### src/rtl/irqtmr_pkg.sv
package irqtmr_pkg;

  typedef enum logic {
    LOAD_DIRECT  = 1'b0,
    LOAD_LATCHED = 1'b1
  } load_mode_e;

  // Bit of the control byte that turns counting on.
  localparam int CTRL_EN_BIT = 0;

endpackage

### src/rtl/irqtmr_latch.sv
module irqtmr_latch
  import irqtmr_pkg::*;
#(
  parameter int CNT_W  = 16,
  parameter int BYTE_W = 8,
  localparam int NB    = CNT_W / BYTE_W
) (
  input  logic              clk,
  input  logic              rst_n,
  input  load_mode_e        mode,
  input  logic [NB-1:0]     byte_we,
  input  logic [BYTE_W-1:0] wdata,
  output logic [CNT_W-1:0]  latch_q
);

  // One holding register per byte lane, written only in latched mode.
  for (genvar g = 0; g < NB; g++) begin : g_lane
    logic [BYTE_W-1:0] lane_q;

    always_ff @(posedge clk or negedge rst_n) begin
      if (!rst_n) begin
        lane_q <= '0;
      end else if (mode == LOAD_LATCHED && byte_we[g]) begin
        lane_q <= wdata;
      end
    end

    assign latch_q[g*BYTE_W +: BYTE_W] = lane_q;
  end

endmodule

### src/rtl/irqtmr_counter.sv
module irqtmr_counter
  import irqtmr_pkg::*;
#(
  parameter int CNT_W  = 16,
  parameter int BYTE_W = 8,
  localparam int NB    = CNT_W / BYTE_W
) (
  input  logic              clk,
  input  logic              rst_n,
  input  load_mode_e        mode,
  input  logic              tick_en,
  input  logic              en_q,
  input  logic              ctrl_we,
  input  logic [NB-1:0]     byte_we,
  input  logic [BYTE_W-1:0] wdata,
  input  logic [CNT_W-1:0]  latch_q,
  output logic [CNT_W-1:0]  cnt_q,
  output logic              cnt_zero_d
);

  logic [CNT_W-1:0] cnt_d;
  logic [CNT_W-1:0] merged;
  logic             direct_wr;
  logic             reload;
  logic             dec;

  always_comb begin
    merged = cnt_q;
    for (int i = 0; i < NB; i++) begin
      if (byte_we[i]) merged[i*BYTE_W +: BYTE_W] = wdata;
    end
  end

  assign reload    = ctrl_we && (mode == LOAD_LATCHED);
  assign direct_wr = (mode == LOAD_DIRECT) && (|byte_we);
  assign dec       = en_q && tick_en && !ctrl_we && (cnt_q != '0);

  // Priority: latch reload, then direct byte write, then decrement.
  always_comb begin
    if (reload)         cnt_d = latch_q;
    else if (direct_wr) cnt_d = merged;
    else if (dec)       cnt_d = cnt_q - 1'b1;
    else                cnt_d = cnt_q;
  end

  always_ff @(posedge clk or negedge rst_n) begin
    if (!rst_n) cnt_q <= '0;
    else        cnt_q <= cnt_d;
  end

  assign cnt_zero_d = (cnt_d == '0);

endmodule

### src/rtl/irqtmr_ctrl.sv
module irqtmr_ctrl (
  input  logic clk,
  input  logic rst_n,
  input  logic ctrl_we,
  input  logic en_bit,
  input  logic cnt_zero_d,
  output logic en_q,
  output logic irq_q
);

  logic en_d;
  logic irq_d;

  assign en_d  = ctrl_we ? en_bit : en_q;
  // A control write acknowledges the interrupt. The zero test then
  // looks at the value the counter will hold after this edge.
  assign irq_d = (ctrl_we ? 1'b0 : irq_q) | (en_d && cnt_zero_d);

  always_ff @(posedge clk or negedge rst_n) begin
    if (!rst_n) begin
      en_q  <= 1'b0;
      irq_q <= 1'b0;
    end else begin
      en_q  <= en_d;
      irq_q <= irq_d;
    end
  end

endmodule

### src/rtl/cyc_irq_timer.sv
module cyc_irq_timer
  import irqtmr_pkg::*;
#(
  parameter int CNT_W  = 16,
  parameter int BYTE_W = 8,
  localparam int NB    = CNT_W / BYTE_W
) (
  input  logic              clk,
  input  logic              rst_n,
  input  logic              tick_en,
  input  logic              latch_mode,
  input  logic              ctrl_we,
  input  logic [NB-1:0]     byte_we,
  input  logic [BYTE_W-1:0] wdata,
  output logic              irq
);

  load_mode_e       mode;
  logic [CNT_W-1:0] latch_q;
  logic [CNT_W-1:0] cnt_q;
  logic             cnt_zero_d;
  logic             en_q;

  assign mode = load_mode_e'(latch_mode);

  irqtmr_latch #(.CNT_W(CNT_W), .BYTE_W(BYTE_W)) u_latch (
    .clk     (clk),
    .rst_n   (rst_n),
    .mode    (mode),
    .byte_we (byte_we),
    .wdata   (wdata),
    .latch_q (latch_q)
  );

  irqtmr_counter #(.CNT_W(CNT_W), .BYTE_W(BYTE_W)) u_counter (
    .clk        (clk),
    .rst_n      (rst_n),
    .mode       (mode),
    .tick_en    (tick_en),
    .en_q       (en_q),
    .ctrl_we    (ctrl_we),
    .byte_we    (byte_we),
    .wdata      (wdata),
    .latch_q    (latch_q),
    .cnt_q      (cnt_q),
    .cnt_zero_d (cnt_zero_d)
  );

  irqtmr_ctrl u_ctrl (
    .clk        (clk),
    .rst_n      (rst_n),
    .ctrl_we    (ctrl_we),
    .en_bit     (wdata[CTRL_EN_BIT]),
    .cnt_zero_d (cnt_zero_d),
    .en_q       (en_q),
    .irq_q      (irq)
  );

endmodule

### config.mk
export PLATFORM = sky130hd
export DESIGN_NAME = cyc_irq_timer
export DESIGN_NICKNAME = d
export VERILOG_FILES = /design/src/rtl/irqtmr_pkg.sv /design/src/rtl/irqtmr_latch.sv /design/src/rtl/irqtmr_counter.sv /design/src/rtl/irqtmr_ctrl.sv /design/src/rtl/cyc_irq_timer.sv
export SDC_FILE = /design/constraint.sdc
export NUM_CORES = 1
export LEC_CHECK = 0
export CORE_ASPECT_RATIO = 1.25
export CORE_MARGIN = 10
export CORE_UTILIZATION = 60
export DETAILED_ROUTE_END_ITERATION = 10
export MAX_ROUTING_LAYER = met4
export PLACE_DENSITY = 0.81
export RECOVER_POWER = 25
export SYNTH_ARGS = -nofsm -noshare
export SYNTH_HDL_FRONTEND = slang
export SYNTH_SLANG_ARGS = --single-unit
### constraint.sdc
create_clock -name clk -period 4.6 [get_ports clk]
set_input_delay 0.46 -clock clk [delete_from_list [all_inputs] [get_ports clk]]
set_output_delay 0.46 -clock clk [all_outputs]
set_load 0.01 [all_outputs]
# == Yosys cells after proc, flatten, opt, wreduce, memory -nomap -nowiden ==
# Cells that the tools add are included.
# op_classes
n_addsub,1
multipliers,0
div,0
order_cmp,0
eq_ne,0
shift,0
mux,7
bitwise,2
reduce_logical,12
# op_table
op,count
two-way mux 16 bit,3
zero test 16 bit,1
two-way mux 8 bit,2
nonzero test 16 bit,1
"subtractor 16 x 1 -> 16 bit, second input constant",1
logical AND 1 bit,8
two-way mux 1 bit,2
OR reduction 2 bit,1
zero test 1 bit,1
inverter 1 bit,1
bitwise OR 1 bit,1
# totals
ff_bits,34
latch_bits,0
ram_bits,0
romBits,0
in_bits,15
output_inout_bits,1
memories,0

# == Longest topological paths before layout ==
# depth
depth_word,9
mapped_depth,9

# == Modules after synthesis ==
# From an unflattened synthesis, not the netlist that was laid out.
# hier_totals
cells_unflattened,213
hier_area_um2,2104.5
# by_module_without_submodules
mod,n_inst,cells_per_inst,area_per_inst_um2,seq_area_each_um2
irqtmr_counter,1,174,1433.9,400.4
irqtmr_latch,1,34,593.1,400.4
irqtmr_ctrl,1,5,77.6,50.0

# == Worst setup path before layout ==
# OpenSTA, ideal clock, no wires.
# synth_path
kind,register to register
startpoint,register u_counter.cnt_q[8]
endpoint,register u_ctrl.irq_q
t_arrival_ns,2.463
t_required_ns,4.508
setup_slack_ns,2.045
stages_incl_launch_ff,8
path_buffers,0
synth_period_minus_slack_ns,2.555
cell_sequence,dfrtp_1 > or4_4 > nor4_4 > nor2_1 > xnor2_1 > o21ai_0 > or4b_1 > o31ai_2
# synth_between
elab_chain_cells,8
word_cells_on_any_way,10
# synth_lines
item,line_no,source
start: declaration,irqtmr_counter.sv:17,"output logic [CNT_W-1:0] cnt_q,"
start signal: assignment,irqtmr_counter.sv:48,else cnt_q <= cnt_d;
"parallel branches: the longest is 3 deep, another holds subtractor 16 x 1 -> 16 bit",n/a,
two-way mux 16 bit (*),irqtmr_counter.sv:41,else if (direct_wr) cnt_d = merged;
two-way mux 16 bit (*),irqtmr_counter.sv:40,if (reload) cnt_d = latch_q;
zero test 16 bit (*),irqtmr_counter.sv:51,assign cnt_zero_d = (cnt_d == '0);
logical AND 1 bit (*),irqtmr_ctrl.sv:17,assign irq_d = (ctrl_we ? 1'b0 : irq_q) | (en_d && cnt_zero_d);
bitwise OR 1 bit (*),irqtmr_ctrl.sv:17,
via u_ctrl.irq_d,irqtmr_ctrl.sv:12,logic irq_d;
end signal: assignment,irqtmr_ctrl.sv:25,irq_q <= irq_d;
end: declaration,irqtmr_ctrl.sv:8,output logic irq_q
# Mark *: on every way through the listed nets, which the timed path passes.
# A chain may end at the register's enable or synchronous reset.

# == Worst setup path in the final report ==
# Ends and elaborated chain as after synthesis.

==> results.yml <==
sta:
  fmax_mhz: 333
  setup_violations: 0
  fin_crit_sh: 0.653
  min_period_ns: 3.01
  drv_slew: 35
  fin_setup_tns_ns: 0
  rsz0062_at_grt: "no"
  hold_violations: 0
  worst_clock_skew_ns: 0.00680
  setup_ws_ns: 1.59
  maxSlewHeadroom: -0.225
  worst_pin_slew_ns: 1.84
drt:
  final_antenna_net_count: 0
  wl_per_cell_um: 20.0
  drt-initial-drc-count: 255
  via_per_inst: 6.75
  wirelength_um: 5700
  vias: 1923
  dr.pass1.iters: 5
  drcViolationCount: 0
yosys:
  synth_area_um2: 2140
  syn-instance-count: 230
  synthArstFlopShare: 1.00
  synth.largest_area_cell: "dfrtp_1"
  synth-seq-cells: 34
  netlist_top_cells_count: "34 x dfrtp_1, 23 x nand2_1, 16 x nor2_1"
  syn_nets: 247
  avgSynthCellArea_um2: 9.29
  synth_area_leaders: "dfrtp_1 40%, mux2_2 7.4%, nand2_1 4.0%"
  synth_ff_type: "dfrtp_1"
  netlist-cell-type-count: 56
  yosys_warnings: 0
  synth_edf_count: 0
  yosysSeqAreaShare: 0.398
  synth_top_area_share: 0.398
  yosysMostFrequentCell: "dfrtp_1"
pwr:
  irDropWorstVdd_uv: 324
  switching_power_uw: 278
  intPower_uw: 558
  swShare: 0.333
  power_frac_clock: 0.288
  power_frac_comb: 0.239
  seqPwrFrac: 0.474
  leakagePower_uw: 0.000951
  power_density_nw_per_um2: 347
critical_path:
  critPathMaxFanout: 8
  critPathArrivalTime_ns: 3.20
  worstSetupStartpointType: "register"
  worst-setup-path-type: "register to register"
  cp-end-kind: "register"
  crit_required_ns: 4.80
floorplan:
  die_h_um: 86.7
  ios: 16
  fp.dieW_um: 73.4
  core_um2: 3450
  die_area_um2: 6360
  rows: 24
  initial_core_util: 0.619
clock_network:
  ctsLongestPathBuffers: 2
  cts.sinks: 34
  clk_pin_slew_worst_paths_ns: 0.08
  cts_htree_levels: 2
  cts_resized: 0
  numCtsBuffers: 5
  ctsHoldBuffers: 0
  root_buffer: "clkbuf_8"
  cts_tree: "done"
  clk_latency_ns: 0.29
  post_cts_buffers: 0
job:
  max-cap-violations: 1
grt:
  grt_antenna_before_repair: 0
  grt_first_pass_wirelength_um: 9250
  grtUsageTotal: 0.189
  gr-total-overflow: 0
  grt_max_degree: 35
  first_global_vias: 1834
run_status:
  run_status: "finished with violations"
  violations: "max-capacitance violations, max-slew violations"
place:
  place_ws_ns: 1.49
  post-dp-hpwl_um: 4230
  numPortBuffers: 15
  gp_congestion: 0.983
final_layout:
  nets: 262
  final_layout_size_suffix_gt1_frac: 0.122
  area_growth_pct: 12.8
  diodes: 0
  fill_cells: 252
worst_hold_path:
  worstHoldPathType: "register to register"
## cell type report
class	count	area [µm²]	share of cell area
Clock buffer	6	82.6	0.0343
Clock inverter	2	16.3	0.00675
Inverter	6	22.5	0.00934
Multi-Input combinational cell	181	1230	0.510
Sequential cell	34	851	0.353
Tap cell	39	48.8	0.0202
Timing Repair Buffer	17	161	0.0669
## power by group through the flow
stage	clock network [µW]	registers, µW	logic, µW
4_1_cts	246	393	197
6_report	241	396	199
5_1_grt	257	402	219
3_5_place_dp	0	399	196
2_1_floorplan	0	383	140
3_3_place_gp	0	399	193
## worst max-delay path, stage by stage (launching register included)
cell and delay [ns]:
dfrtp_1 0.45, or4_4 0.61, nor4_4 0.60, nor4_1 0.12, xnor2_1 0.24, o211ai_1 0.14
or4b_1 0.51, o31ai_2 0.23
## metrics by stage
| step | cells | instance area [µm²] | util | hold WS (ns) | power, µW |
|---|---|---|---|---|---|
| 2_1_floorplan | 230 | 2140 | - | 0.164 | 523 |
| 3_3_place_gp | 277 | 2320 | 0.671 | 0.486 | 592 |
| 3_5_place_dp | 277 | 2320 | 0.671 | 0.497 | 595 |
| 4_1_cts | 285 | 2410 | 0.699 | 0.515 | 837 |
| 5_1_grt | 285 | 2410 | 0.698 | 0.532 | 878 |
| 6_report | 285 | 2410 | 0.698 | 0.512 | 836 |
## final timing paths
| kind | to | cells past startpoint | from | slack, ns |
|---|---|---|---|---|
| min reg2reg | u_counter.cnt_q[12]$_DFF_PN0_ | 2 | u_latch.g_lane[1].lane_q[4]$_DFFE_PN0P_ | 0.51 |
| max | u_ctrl.irq_q$_DFF_PN0_ | 7 | u_counter.cnt_q[8]$_DFF_PN0_ | 1.59 |
| min in group asynchronous | u_latch.g_lane[1].lane_q[2]$_DFFE_PN0P_ | 2 | rst_n | 1.21 |
| max reg2reg | u_ctrl.irq_q$_DFF_PN0_ | 7 | u_counter.cnt_q[8]$_DFF_PN0_ | 1.59 |
| min | u_counter.cnt_q[12]$_DFF_PN0_ | 2 | u_latch.g_lane[1].lane_q[4]$_DFFE_PN0P_ | 0.51 |
| max in group asynchronous | u_counter.cnt_q[6]$_DFF_PN0_ | 2 | rst_n | 2.33 |
## metal layers
metal  vias up  global-route usage  routed length [µm]
li1        899                   -                   -
met1       903               0.247                2450
met2       102               0.276                2730
met3        19              0.0389                 381
met4         0              0.0781                 136
met5         -                   -                   0
## logic make-up after synthesis
logic type	after synthesis	synth area share
buf+inv	15	0.0269
flops	34	0.398
simple gates	98	0.262
xor+xnor	5	0.0205
fa+ha+maj	2	0.0117
mux	20	0.102
compound gates	56	0.179
## state kept, by name (all words and copies together) (netlist names)
name                   cells
u_latch.g_lane.lane_q     16
u_counter.cnt_q           16
u_ctrl.en_q                1
u_ctrl.irq_q               1
## cell usage in the layout (no fill, tap or decap), types with 2 or more instances in the layout
| master | instances |
|---|---|
| nand4bb_1 | 2 |
| o211ai_1 | 2 |
| dfrtp_1 | 34 |
| clkdlybuf4s50_1 | 14 |
| a221o_1 | 2 |
| a31oi_1 | 2 |
| a21oi_1 | 11 |
| or4_1 | 5 |
| nand4_1 | 2 |
| nor2b_1 | 3 |
| nand2b_1 | 6 |
| xnor2_1 | 4 |
| nor3_1 | 8 |
| ha_1 | 2 |
| a21o_1 | 2 |
| nor4_1 | 7 |
| a211o_1 | 2 |
| mux2_2 | 14 |
| o31a_1 | 2 |
| inv_1 | 6 |
| nor4b_1 | 2 |
| and3_1 | 3 |
| o22ai_1 | 2 |
| clkbuf_8 | 6 |
| or3_1 | 4 |
| nand2_1 | 23 |
| o31ai_1 | 3 |
| and2_1 | 2 |
| mux2i_1 | 6 |
| nand3_1 | 5 |
| o21ai_0 | 15 |
| nor2_1 | 16 |
Note: power is estimated with default switching activity, not from simulation.
